### config.mk
export PLATFORM = sky130hd
export DESIGN_NAME = dmac_top
export DESIGN_NICKNAME = d
export VERILOG_FILES = /design/src/rtl/dmac_pkg.sv /design/src/rtl/dmac_prio.sv /design/src/rtl/dmac_chan.sv /design/src/rtl/dmac_top.sv
export SDC_FILE = /design/constraint.sdc
export NUM_CORES = 1
export LEC_CHECK = 0
export BUFFER_PORTS_ARGS = -buffer_cell sky130_fd_sc_hd__buf_4
export CAP_MARGIN = 20
export CORE_ASPECT_RATIO = 2
export CORE_MARGIN = 4
export CORE_UTILIZATION = 50
export CTS_CLUSTER_DIAMETER = 80
export DETAILED_ROUTE_END_ITERATION = 10
export PLACE_DENSITY = 0.66
export SLEW_MARGIN = 20
export SYNTH_ARGS = -nofsm -noshare
export SYNTH_HDL_FRONTEND = slang
export SYNTH_SLANG_ARGS = --single-unit
### constraint.sdc
create_clock -name clk -period 9.1 [get_ports clk]
set_input_delay 1.82 -clock clk [delete_from_list [all_inputs] [get_ports clk]]
set_output_delay 1.82 -clock clk [all_outputs]
set_load 0.01 [all_outputs]
### src/rtl/dmac_pkg.sv
package dmac_pkg;
  localparam int ADDR_W = 16;
  localparam int CNT_W  = 16;

  typedef struct packed {
    logic autoinit;
    logic dec;
    logic to_mem;
  } mode_t;

  typedef enum logic [1:0] {ST_IDLE, ST_BUSREQ, ST_XFER} state_t;

  function automatic logic [15:0] put_byte(input logic [15:0] v, input logic hi,
                                           input logic [7:0] b);
    return hi ? {b, v[7:0]} : {v[15:8], b};
  endfunction

  function automatic logic [7:0] get_byte(input logic [15:0] v, input logic hi);
    return hi ? v[15:8] : v[7:0];
  endfunction

  function automatic logic [ADDR_W-1:0] step_addr(input logic [ADDR_W-1:0] a,
                                                  input logic dec);
    return dec ? a - ADDR_W'(1) : a + ADDR_W'(1);
  endfunction
endpackage

### src/rtl/dmac_prio.sv
module dmac_prio #(
  parameter int N  = 4,
  parameter int IW = 2
) (
  input  logic [N-1:0]  req,
  output logic          any,
  output logic [IW-1:0] idx
);
  always_comb begin
    any = 1'b0;
    idx = '0;
    for (int i = N - 1; i >= 0; i--) begin
      if (req[i]) begin
        any = 1'b1;
        idx = IW'(i);
      end
    end
  end
endmodule

### src/rtl/dmac_chan.sv
module dmac_chan
  import dmac_pkg::*;
(
  input  logic              clk,
  input  logic              rst_n,
  input  logic              wr_addr,
  input  logic              wr_cnt,
  input  logic              ptr_hi,
  input  logic [7:0]        wdata,
  input  logic              wr_mode,
  input  logic              wr_mask,
  input  logic              wr_sreq,
  input  logic              done,
  input  logic              clr_tc,
  input  logic              dreq,
  output logic [ADDR_W-1:0] cur_addr,
  output logic [CNT_W-1:0]  cur_cnt,
  output mode_t             mode,
  output logic              pending,
  output logic              sreq,
  output logic              tc_flag,
  output logic              at_tc
);
  logic [ADDR_W-1:0] base_addr;
  logic [CNT_W-1:0]  base_cnt;
  logic              mask;
  logic              hit_tc;

  assign at_tc   = (cur_cnt == '0);
  assign hit_tc  = done & at_tc;
  assign pending = ~mask & (dreq | sreq);

  always_ff @(posedge clk) begin
    if (!rst_n) begin
      base_addr <= '0;
      base_cnt  <= '0;
      cur_addr  <= '0;
      cur_cnt   <= '0;
      mode      <= '0;
      mask      <= 1'b1;
      sreq      <= 1'b0;
      tc_flag   <= 1'b0;
    end else begin
      if (wr_addr) begin
        base_addr <= put_byte(base_addr, ptr_hi, wdata);
        cur_addr  <= put_byte(cur_addr, ptr_hi, wdata);
      end else if (hit_tc && mode.autoinit) begin
        cur_addr <= base_addr;
      end else if (done) begin
        cur_addr <= step_addr(cur_addr, mode.dec);
      end

      if (wr_cnt) begin
        base_cnt <= put_byte(base_cnt, ptr_hi, wdata);
        cur_cnt  <= put_byte(cur_cnt, ptr_hi, wdata);
      end else if (hit_tc && mode.autoinit) begin
        cur_cnt <= base_cnt;
      end else if (done) begin
        cur_cnt <= cur_cnt - CNT_W'(1);
      end

      if (wr_mode) mode <= mode_t'(wdata[4:2]);

      if (wr_mask) mask <= wdata[2];
      else if (hit_tc && !mode.autoinit) mask <= 1'b1;

      if (wr_sreq) sreq <= wdata[2];
      else if (hit_tc) sreq <= 1'b0;

      if (hit_tc) tc_flag <= 1'b1;
      else if (clr_tc) tc_flag <= 1'b0;
    end
  end
endmodule

### src/rtl/dmac_top.sv
module dmac_top
  import dmac_pkg::*;
#(
  parameter int NCH = 4,
  parameter int HAW = 4
) (
  input  logic              clk,
  input  logic              rst_n,
  input  logic              host_wr,
  input  logic              host_rd,
  input  logic [HAW-1:0]    host_addr,
  input  logic [7:0]        host_wdata,
  output logic [7:0]        host_rdata,
  input  logic [NCH-1:0]    chan_req,
  output logic [NCH-1:0]    chan_ack,
  output logic              bus_req,
  input  logic              bus_gnt,
  output logic [ADDR_W-1:0] mem_addr,
  output logic              mem_rd,
  output logic              mem_wr,
  input  logic              xfer_rdy,
  output logic              term_cnt,
  output logic              irq
);
  localparam int CHW = $clog2(NCH);
  localparam logic [HAW-1:0] OFF_CNT  = HAW'(NCH);
  localparam logic [HAW-1:0] OFF_MODE = HAW'(2 * NCH);
  localparam logic [HAW-1:0] OFF_SREQ = HAW'(2 * NCH + 1);
  localparam logic [HAW-1:0] OFF_MASK = HAW'(2 * NCH + 2);
  localparam logic [HAW-1:0] OFF_PTR  = HAW'(2 * NCH + 3);
  localparam logic [HAW-1:0] OFF_STAT = HAW'(2 * NCH + 4);

  state_t            state;
  logic [CHW-1:0]    act_ch;
  logic              ptr_hi;
  logic [NCH-1:0]    pend, at_tc, tc_flag, sreq;
  logic [ADDR_W-1:0] cur_addr [NCH];
  logic [CNT_W-1:0]  cur_cnt  [NCH];
  mode_t             mode     [NCH];
  logic              pick_any;
  logic [CHW-1:0]    pick_idx;
  logic              in_xfer, xfer_done, clr_tc, reg_hit;
  logic [CHW-1:0]    sel_ch;

  assign sel_ch  = host_wdata[CHW-1:0];
  assign clr_tc  = host_rd && (host_addr == OFF_STAT);
  assign reg_hit = (host_wr || host_rd) && (host_addr < OFF_MODE);

  for (genvar i = 0; i < NCH; i++) begin : g_ch
    dmac_chan u_chan (
      .clk      (clk),
      .rst_n    (rst_n),
      .wr_addr  (host_wr && host_addr == HAW'(i)),
      .wr_cnt   (host_wr && host_addr == OFF_CNT + HAW'(i)),
      .ptr_hi   (ptr_hi),
      .wdata    (host_wdata),
      .wr_mode  (host_wr && host_addr == OFF_MODE && sel_ch == CHW'(i)),
      .wr_mask  (host_wr && host_addr == OFF_MASK && sel_ch == CHW'(i)),
      .wr_sreq  (host_wr && host_addr == OFF_SREQ && sel_ch == CHW'(i)),
      .done     (xfer_done && act_ch == CHW'(i)),
      .clr_tc   (clr_tc),
      .dreq     (chan_req[i]),
      .cur_addr (cur_addr[i]),
      .cur_cnt  (cur_cnt[i]),
      .mode     (mode[i]),
      .pending  (pend[i]),
      .sreq     (sreq[i]),
      .tc_flag  (tc_flag[i]),
      .at_tc    (at_tc[i])
    );
  end

  dmac_prio #(.N(NCH), .IW(CHW)) u_prio (
    .req (pend),
    .any (pick_any),
    .idx (pick_idx)
  );

  always_ff @(posedge clk) begin
    if (!rst_n) begin
      state  <= ST_IDLE;
      act_ch <= '0;
      ptr_hi <= 1'b0;
    end else begin
      case (state)
        ST_IDLE:   if (pick_any) begin
                     state  <= ST_BUSREQ;
                     act_ch <= pick_idx;
                   end
        ST_BUSREQ: if (bus_gnt) state <= ST_XFER;
        ST_XFER:   if (xfer_rdy) state <= ST_IDLE;
        default:   state <= ST_IDLE;
      endcase
      if (host_wr && host_addr == OFF_PTR) ptr_hi <= 1'b0;
      else if (reg_hit) ptr_hi <= ~ptr_hi;
    end
  end

  assign in_xfer   = (state == ST_XFER);
  assign xfer_done = in_xfer && xfer_rdy;
  assign bus_req   = (state != ST_IDLE);
  assign mem_addr  = in_xfer ? cur_addr[act_ch] : '0;
  assign mem_rd    = in_xfer && !mode[act_ch].to_mem;
  assign mem_wr    = in_xfer && mode[act_ch].to_mem;
  assign chan_ack  = in_xfer ? (NCH'(1) << act_ch) : '0;
  assign term_cnt  = xfer_done && at_tc[act_ch];
  assign irq       = |tc_flag;

  always_comb begin
    host_rdata = '0;
    if (host_addr < OFF_CNT)
      host_rdata = get_byte(cur_addr[host_addr[CHW-1:0]], ptr_hi);
    else if (host_addr < OFF_MODE)
      host_rdata = get_byte(cur_cnt[host_addr[CHW-1:0]], ptr_hi);
    else if (host_addr == OFF_STAT)
      host_rdata = 8'({sreq, tc_flag});
  end
endmodule

======== Word level (Yosys, flattened, before mapping) ========
Index checks and enable logic that the tools add are counted.
W data, S select, Z words.
word-level totals
  input bits .............................. 22
  memory bits (writable) .................. 0
  bits in latches ......................... 0
  memories kept ........................... 0
  memory bits (read-only) ................. 0
  flip-flop bits (word level) ............. 285
cells by class
  div/mod/pow operators ................... 0
  $add $sub $neg .......................... 12
  reduce and logical (&&, ||, !) cells .... 113
  $mul .................................... 0
  equality and inequality tests ........... 39
  bitwise operators ....................... 20
  magnitude comparators ................... 5
  shift-type cells ........................ 1
  muxes and demuxes ....................... 83
operators by type and width
  kind                     count
  $mux W16                 36
  $sub A16 B1 Y16 const B  8
  $bmux W16 S2             3
  $reduce_and A2 Y1        33
  $add A16 B1 Y16 const B  4
  $logic_not A16 Y1        4
  $logic_and A1 B1 Y1      42
  $mux W8                  5
  $ne A2 B2 Y1 const B     19
  $mux W1                  28
  $reduce_bool A2 Y1       13
  $reduce_bool A3 Y1       8
  $eq A4 B4 Y1 const B     5
  $eq A4 B3 Y1 const B     4
  $mux W2                  7
  $eq A2 B2 Y1 const B     5
  $and A1 B1 Y1            8
  $eq A4 B2 Y1 const B     2
  $bmux W3 S2              1
  $eq A2 B1 Y1 const B     3
  $ge A3 B3 Y1 const B     2
  $logic_not A2 Y1         3
  $not A1 Y1               6
  $not A2 Y3               2
  15 further kinds         22

======== Longest topological paths before layout ========
Gate-level depths: netlist (run 1).
  depth in word-level cells ............... 8
  gate-level depth with buffers ........... 11
  gate-level depth less buffers ........... 10

======== By module ========
Synthesis (run 1) repeated with hierarchy kept, for this count alone.
unflattened totals
  cells, all modules ...................... 2175
  area, all modules ....................... 17371.7 µm²
by module, submodules not included
  module                          area an instance (µm²)  instances  cells an instance
  dmac_chan (g_ch[0].u_chan ...)  3823.7                  2          489
  dmac_chan (g_ch[2].u_chan ...)  3738.6                  2          478
  dmac_top                        2212.1                  1          234
  dmac_prio                       35.0                    1          7

======== Worst setup path before layout (run 1) ========
Ideal clock, no wire load.
  path type ............................... in2out
  start point ............................. input port host_addr[0]
  end point ............................... output port host_rdata[0]
  stages .................................. 7
  path buffers ............................ 4
  data required time ...................... 7280 ps
  arrival ................................. 3739 ps
  slack ................................... 3541 ps
  cell sequence ........................... clkbuf_1 -> buf_1 -> clkbuf_1 -> buf_1 -> mux4_2 -> nand2_1 -> a31oi_1
on the way
  word-level cells in the longest chain between the ends .. 7
ends and longest elaborated chain
  item                                         RTL line                          RTL
  from (decl)                                  dmac_top.sv:11                    input logic [HAW-1:0] host_addr,
  $not A2 Y3 (implied by the code)             dmac_top.sv:112, dmac_top.sv:114
  $bmux W16 S2                                 dmac_top.sv:114                   host_rdata = get_byte(cur_cnt[host_addr[CHW-1:0]], ptr_hi);
  $mux W16 (implied by the code) (2 in a row)  dmac_top.sv:114
  $mux W8                                      dmac_pkg.sv:19                    return hi ? v[15:8] : v[7:0];
  $mux W8                                      dmac_top.sv:113                   else if (host_addr < OFF_MODE)
  $mux W8 *                                    dmac_top.sv:111                   if (host_addr < OFF_CNT)
  to (decl)                                    dmac_top.sv:13                    output logic [7:0] host_rdata,
Mark *: on every way between the ends. The rest lies on a longest branch, timed or not. The select of a mux whose other input is x is not followed.

======== Worst setup path in the final report (run 1) ========
  start point ............................. input port host_addr[1]
  end point ............................... output port host_rdata[7]
Same word-level chain as after synthesis.

==> summary.md, run 1 <==
| Metric | Value |
|---|---|
| CP arrival | `3790 ps` |
| Clk slew on worst S/H paths | `60 ps` |
| Share of post-route cells with drive strength above 1 | `8.78%` |
| CP required | `7280 ps` |
| Residual DRC count | `0` |
| Starting density of the core | `50.9%` |
| Pre-CTS WS | `3550 ps` |
| Pin count of the biggest net entering global routing | `173` |
| Most common cell in the netlist | `nand2_1` |
| Synthesized area per cell | `7.75 µm²` |
| Least-Margin Pin Slew | `1100 ps` |
| Area of the core | `33800 µm²` |
| Setup crit end kind | `output pin` |
| Row Count | `95` |
| Final HPWL from detailed placement | `43.3 mm` |
| Setup violations, final | `0` |
| Clock Power Share | `44.7%` |
| Post-synth EDFFs | `0` |
| Switching power | `699 µW` |
| Switching Share | `25.8%` |
| Final Power | `2700 µW` |
| RSZ-0062 raised after global routing | `no` |
| Crit start category | `input port` |
| # clock sinks | `285` |
| Antenna diodes | `0` |
| CTS Hold Buffers Added | `0` |
| Hold Path Origin | `g_ch[2].u_chan.base_cnt[8]` |
| Worst-Skew Late Latency | `570 ps` |
| Max Slew Vio Count | `0` |
| Postcts setup bufs | `0` |
| Final ANT Viol Nets | `0` |
| Die area | `37600 µm²` |
| Worst r2r dst | `g_ch[1].u_chan.cur_cnt[1]` |
| Max Cap Violations | `0` |
| Cts repair resizes | `0` |
| Comb power frac | `8.2%` |
| WHS Endpoint | `g_ch[2].u_chan.base_cnt[8]` |
| Synthesized Nets | `2308` |
| Grt total ovfl | `0` |
| TritonCTS clock tree | `yes` |
| Clk buf depth | `3` |
| Vias per cell | `6.38` |
| Main flop type after synthesis | `dfxtp_1` |
| Fraction of registers with async set/reset | `0%` |
| Sequential share of power | `47.1%` |
| H-Tree Depth | `1` |
| HP Class | `flop to flop` |
| Synth top area share | `33.2%` |
| Area of the multi-input gates | `10900 µm²` |
| CP startpoint | `host_addr[1]` |
| Worst path most repeated cell | `buf_4` |
| Slowest stage delay, CP | `580 ps` |
| Setup TNS | `0 ps` |
| Initial drt markers | `1178` |
| CTS root buf | `clkbuf_16` |
| Cell count after synthesis | `2218` |
| IO Count | `55` |
| Nets | `2288` |
| Worst IR Drop VDD | `0.151 mV` |
| Pwr/cell area | `144 nW/µm²` |
| Largest area contributor in the netlist | `dfxtp_1` |
| P_leak | `0.00696 µW` |
| Crit Path Class | `input port to output pin` |
| Placer congestion estimate | `0.970` |
| Hold path depth | `2` |
| Filler cell count | `3267` |
| Period utilization | `61.6%` |
| Die Ht | `270 µm` |
| Register area | `5710 µm²` |
| Skew final | `12.2 ps` |
| Worst r2r path cells | `6` |
| Worst R2R Start | `state[1]` |
| Port-buffer cells | `54` |
| Final worst slack | `3490 ps` |
| Final Hold Vio Count | `0` |
| Max-slew headroom | `25.9%` |
| Synth warnings | `0` |
| DRT Wirelength | `60.8 mm` |
| Total number of vias | `17000` |
| Slowest stage cell, crit path | `mux4_2` |
| Synthesized area | `17200 µm²` |
| Netlist cell types | `72` |
| Status | `complete, no violations` |
| Main area contributors after synthesis | `dfxtp_1 33%, nand2_1 13%, a21oi_1 6.6%` |
| Min cycle time layout | `5610 ps` |
| Final Core Density | `55.6%` |
| Vias in the first global route | `16700` |
| Setup slack, reg-to-reg | `5560 ps` |
| Pint | `2010 µW` |
| Max Fanout on Critical Path | `43` |
| Top cells by count, synth | `575 x nand2_1, 285 x dfxtp_1, 226 x a21oi_1, 133 x nor2_1, 106 x clkbuf_1` |
| Routed len/inst | `22.9 µm` |
| FF+latch count, synth | `285` |
| Total track usage | `31.4%` |
| Max Clk Rate | `178 MHz` |
| Crit path cell chain | `buf_4 -> mux4_2 -> nand2_1 -> a21oi_1 -> a211oi_1 -> a31oi_1 -> buf_4` |
| Initial antenna violation count | `0` |
| Area grow syn2layout | `9.28%` |
| Global-route wire length before repair | `94.2 mm` |
| Seq/Total Area, Yosys | `33.2%` |
| Router iterations before antenna repair | `5` |
| Width of the die | `139 µm` |
| TritonCTS buffer count | `28` |
placed cells by master (no fill, tap or decap), types with 64 or more instances in the layout:
cell type / count
nand2_1: 575
dfxtp_1: 284
a21oi_1: 225
nor2_1: 133
a31oi_1: 97
o211ai_1: 81
buf_4: 75
xnor2_1: 68
ha_1: 64
worst max-delay path, delay by kind of cell:
family / cells / cell delay [ps]
and+or+nand+nor: 1 / 80
AOI/OAI and AO/OA: 3 / 610
muxes: 1 / 580
buffers and inverters: 2 / 670
metrics by stage:
stage	std cells	instance area, µm²	hold slack [ps]
2_1_floorplan	2218	17200	432
3_3_place_gp	2603	17800	439
3_5_place_dp	2603	17800	446
4_1_cts	2655	18800	455
5_1_grt	2656	18800	471
6_report	2656	18800	453
power by group through the flow:
stage	clock (µW)	sequential, µW	combinational [µW]
final	1210	1270	223
after global routing	1270	1270	241
after CTS	1220	1270	219
after detailed placement	0	1300	218
after global placement	0	1300	216
after floorplan	0	1290	153
sequential cells by signal, indices dropped and copies added (netlist names):
| register | count |
|---|---|
| act_ch | 2 |
| g_ch.u_chan.base_addr | 64 |
| g_ch.u_chan.base_cnt | 64 |
| g_ch.u_chan.cur_addr | 64 |
| g_ch.u_chan.cur_cnt | 64 |
| g_ch.u_chan.mask | 4 |
| g_ch.u_chan.mode | 12 |
| g_ch.u_chan.sreq | 4 |
| g_ch.u_chan.tc_flag | 4 |
| ptr_hi | 1 |
| state | 2 |
kinds of logic after synthesis:
group | synth area share [%]
and+or+nand+nor | 23.1
AOI/OAI and AO/OA | 22.8
DFF | 33.2
buffers and inverters | 3.43
xor gates and xnor gates | 5.00
adders and majority gates | 5.13
muxes | 7.36
cell type report:
class | instances | area share [%]
clock inverter | 11 | 0.486
sequential | 285 | 30.4
multi-input combinational | 1782 | 58.0
inverter | 24 | 0.506
clock buffer | 41 | 4.53
timing repair buffer | 77 | 3.13
tap | 436 | 2.91
metal layers:
| metal | GRT usage, % | vias to the layer above | part of all wire [%] |
|---|---|---|---|
| met2 | 53.9 | 728 | 48 |
| met4 | 27.4 | 0 | 11 |
| met5 | 0 | - | 0 |
| li1 | - | 7984 | - |
| met3 | 4.62 | 280 | 6.4 |
| met1 | 33.1 | 7964 | 34 |
worst max-delay path by stage:
stage,endpoint
2_1_floorplan,host_rdata[0]
3_3_place_gp,host_rdata[6]
3_5_place_dp,host_rdata[7]
4_1_cts,host_rdata[7]
5_1_grt,host_rdata[5]
6_report,host_rdata[7]
Power figures use the tool's default switching activity.
==> run 2: changes to the inputs <==
--- a/config.mk
+++ b/config.mk
@@ -5,6 +5,7 @@
 export SDC_FILE = /design/constraint.sdc
 export NUM_CORES = 1
 export LEC_CHECK = 0
+export ABC_AREA = 1
 export BUFFER_PORTS_ARGS = -buffer_cell sky130_fd_sc_hd__buf_4
 export CAP_MARGIN = 20
 export CORE_ASPECT_RATIO = 2
==> constraint.sdc (replaced) <==
create_clock -name clk -period 5.2 [get_ports clk]
set_input_delay 1.04 -clock clk [delete_from_list [all_inputs] [get_ports clk]]
set_output_delay 1.04 -clock clk [all_outputs]
set_load 0.01 [all_outputs]
==> run 2 against run 1 <==
Compared with the run above: clock skew grew 2.4 ps; clock power rose by 89%; non-clock buffer count down 1; power grew 87%; critical endpoint is now host_rdata[2]; via count is 27% higher; cell count up 41%; first-iteration DRC count increased by 35%; sequential power grew 76%; die area rose by 12%; setup slack lost 2500 ps; area after synthesis increased by 12%; sequential share of layout area fell by 3.3 points.
==> summary.md, run 2 <==
| Metric | Value |
|---|---|
| Seq/Total Area, Yosys | `29.6% (-3.6 points)` |
| Pwr/cell area | `239 nW/µm² (+66%)` |
| H-Tree Depth | `1 (unchanged)` |
| Final Hold Vio Count | `0 (unchanged)` |
| Top cells by count, synth | `974 x nand2_1, 446 x inv_1, 385 x a21oi_1, 291 x nor2_1, 285 x dfxtp_1` |
| Max Slew Vio Count | `0 (unchanged)` |
| Max Cap Violations | `0 (unchanged)` |
| Vias in the first global route | `20700 (+24%)` |
| Residual DRC count | `0 (unchanged)` |
| Crit Path Class | `input port to output pin` |
| Total number of vias | `21500 (+27%)` |
| Starting density of the core | `50.6% (-0.27 points)` |
| Cts repair resizes | `0 (unchanged)` |
| Sequential share of power | `44.2% (-2.9 points)` |
| Setup violations, final | `0 (unchanged)` |
| Final HPWL from detailed placement | `57.3 mm (+32%)` |
| Initial drt markers | `1590 (+35%)` |
| FF+latch count, synth | `285 (unchanged)` |
| P_leak | `0.00992 µW (+43%)` |
| Width of the die | `147 µm (+5.5%)` |
| Mux share of post-synthesis cell area | `0% (-7.4 points)` |
| Post-Synth XOR/XNOR Area | `2.23% (-2.8 points)` |
| Post-DP Area | `20100 µm² (+13%)` |
| Final ANT Viol Nets | `0 (unchanged)` |
| Pint | `3690 µW (+84%)` |
| CTS Hold Buffers Added | `0 (unchanged)` |
| Main area contributors after synthesis | `dfxtp_1 30%, nand2_1 19%, a21oi_1 10%` |
| Area grow syn2layout | `9.49%` |
| Max-slew headroom | `24.2% (-1.7 points)` |
| Max Clk Rate | `236 MHz` |
| CP required | `4160 ps (-3120 ps)` |
| Synth warnings | `0 (unchanged)` |
| Area of the core | `38000 µm² (+13%)` |
| Antenna diodes | `0 (unchanged)` |
| Cell count after synthesis | `3221 (+45%)` |
| Setup crit end kind | `output pin` |
| Worst IR Drop VDD | `0.283 mV (+87%)` |
| Slowest stage cell, crit path | `nor2_2` |
| Post-synthesis adder-cell area fraction | `4.57% (-0.55 points)` |
| DRT Wirelength | `77.2 mm (+27%)` |
| Switching power | `1360 µW (+94%)` |
| Post-Synth Simple-Gate Area | `33.3% (+10 points)` |
| Skew final | `14.6 ps (+2.42 ps)` |
| HP Class | `flop to flop` |
| Die area | `41900 µm² (+12%)` |
| Port-buffer cells | `54 (unchanged)` |
| Post-synth EDFFs | `0 (unchanged)` |
| Clk buf depth | `3 (unchanged)` |
| Grt total ovfl | `0 (unchanged)` |
| Setup TNS | `0 ps (unchanged)` |
| Synthesized area per cell | `5.98 µm² (-23%)` |
| Largest family of logic cells by synthesized area | `simple AND/OR/NAND/NOR gates` |
| Total track usage | `35.4% (+4.0 points)` |
| # clock sinks | `285 (unchanged)` |
| Switching Share | `26.9% (+1.1 points)` |
| Crit path cell chain | `buf_4 -> nor2_2 -> inv_2 -> nor3_1 -> inv_1 -> o21ai_0 -> nand2_1 -> nand2_1 -> buf_4` |
| Vias per cell | `5.73 (-10%)` |
| Placer congestion estimate | `1.00 (+3.5%)` |
| Most frequent cells in the layout | `972 x nand2_1, 446 x inv_1, 385 x a21oi_1, 287 x nor2_1, 285 x dfxtp_1` |
| Initial antenna violation count | `0 (unchanged)` |
| Most common cell after layout, fill and taps aside | `nand2_1` |
| Fraction of registers with async set/reset | `0% (unchanged)` |
| Most common cell in the netlist | `nand2_1` |
| Comb power frac | `10.5% (+2.3 points)` |
| Clk slew on worst S/H paths | `70 ps (about the same)` |
| Slowest stage delay, CP | `650 ps (+70 ps)` |
| Nets | `3307 (+45%)` |
| CTS root buf | `clkbuf_16` |
| Min cycle time layout | `4240 ps` |
| Final instance area | `21100 µm² (+12%)` |
| Die Ht | `286 µm (+5.7%)` |
| Worst-Skew Late Latency | `580 ps (about the same)` |
| Synthesized Nets | `3311 (+43%)` |
| Status | `complete, no violations` |
| Postcts setup bufs | `0 (unchanged)` |
| Post-synthesis compound-gate area fraction | `18.8% (-4.0 points)` |
| Synth top area share | `29.6% (-3.6 points)` |
| Routed len/inst | `20.6 µm (-10%)` |
| RSZ-0062 raised after global routing | `no` |
| Crit start category | `input port` |
| Main flop type after synthesis | `dfxtp_1` |
| Netlist cell types | `41 (-43%)` |
| Synthesized area | `19300 µm² (+12%)` |
| IO Count | `55 (unchanged)` |
| Pin count of the biggest net entering global routing | `159 (-8.1%)` |
| Router iterations before antenna repair | `6 (+1)` |
| Largest area contributor in the netlist | `dfxtp_1` |
| Share of post-route cells with drive strength above 1 | `5.65% (-3.1 points)` |
| TritonCTS buffer count | `28 (unchanged)` |
| Row Count | `101 (+6.3%)` |
| Period utilization | `81.5%` |
| CP arrival | `3200 ps (-590 ps)` |
| Max Fanout on Critical Path | `18 (-58%)` |
| Global-route wire length before repair | `116 mm (+23%)` |
| Least-Margin Pin Slew | `1140 ps (+34.1 ps)` |
| Clock Power Share | `45.3% (+0.6 points)` |
| TritonCTS clock tree | `yes` |
run 2: area by class of cell:
cell class	instances	area [µm²]
fill	3934	17000
multi-input combinational	2354	11400
clock inverter	12	205
sequential	285	5710
clock buffer	40	816
inverter	472	1780
timing repair buffer	76	583
tap	515	644
run 2: worst paths after layout:
check	endpoint	slack, ps	from	cells after the start
worst max register to register	g_ch[0].u_chan.cur_addr[13]	2390	act_ch[0]	12
worst min register to register	g_ch[0].u_chan.base_cnt[5]	460	g_ch[0].u_chan.base_cnt[5]	2
worst max-delay path	host_rdata[2]	960	host_addr[1]	9
worst min-delay path	g_ch[0].u_chan.base_cnt[5]	460	g_ch[0].u_chan.base_cnt[5]	2
run 2: kinds of logic (layout without fill, tap and decap cells):
logic type / after synthesis / count (layout)
buffers and inverters: 582 / 600
xor gates and xnor gates: 49 / 49
AOI/OAI and AO/OA: 668 / 668
DFF: 285 / 285
and+or+nand+nor: 1569 / 1569
adders and majority gates: 68 / 68
run 2: metrics by stage:
stage               setup slack (ps)  power [µW]  cells  hold WS [ps]  util [%]
global placement                1030        2790   3702           445      52.7
finish                           964        5050   3754           459      55.4
CTS                             1010        5060   3754           461      55.4
floorplan                       2100        2590   3221           436         -
global route                     738        5170   3754           472      55.4
detailed placement              1020        2790   3702           450      52.7
run 2: worst max-delay path, delay by kind of cell:
kind            cells  cell delay, ps
simple gates        4            1360
buf+inv             4             600
compound gates      1             200
run 2: per-layer routing:
| metal | vias up | GRT usage [%] | part of all wire [%] |
|---|---|---|---|
| met5 | - | 0 | 0 |
| met4 | 0 | 31.9 | 11 |
| met3 | 329 | 4.60 | 6.4 |
| met2 | 905 | 61.1 | 48 |
| met1 | 9892 | 37.0 | 35 |
| li1 | 10400 | - | - |
run 2: power groups by stage:
| stage | Combinational [µW] | Sequential, µW | Clock, µW |
|---|---|---|---|
| 2_1_floorplan | 320 | 2270 | 0 |
| 3_3_place_gp | 510 | 2280 | 0 |
| 3_5_place_dp | 514 | 2280 | 0 |
| 4_1_cts | 516 | 2230 | 2310 |
| 5_1_grt | 567 | 2230 | 2370 |
| 6_report | 528 | 2230 | 2290 |
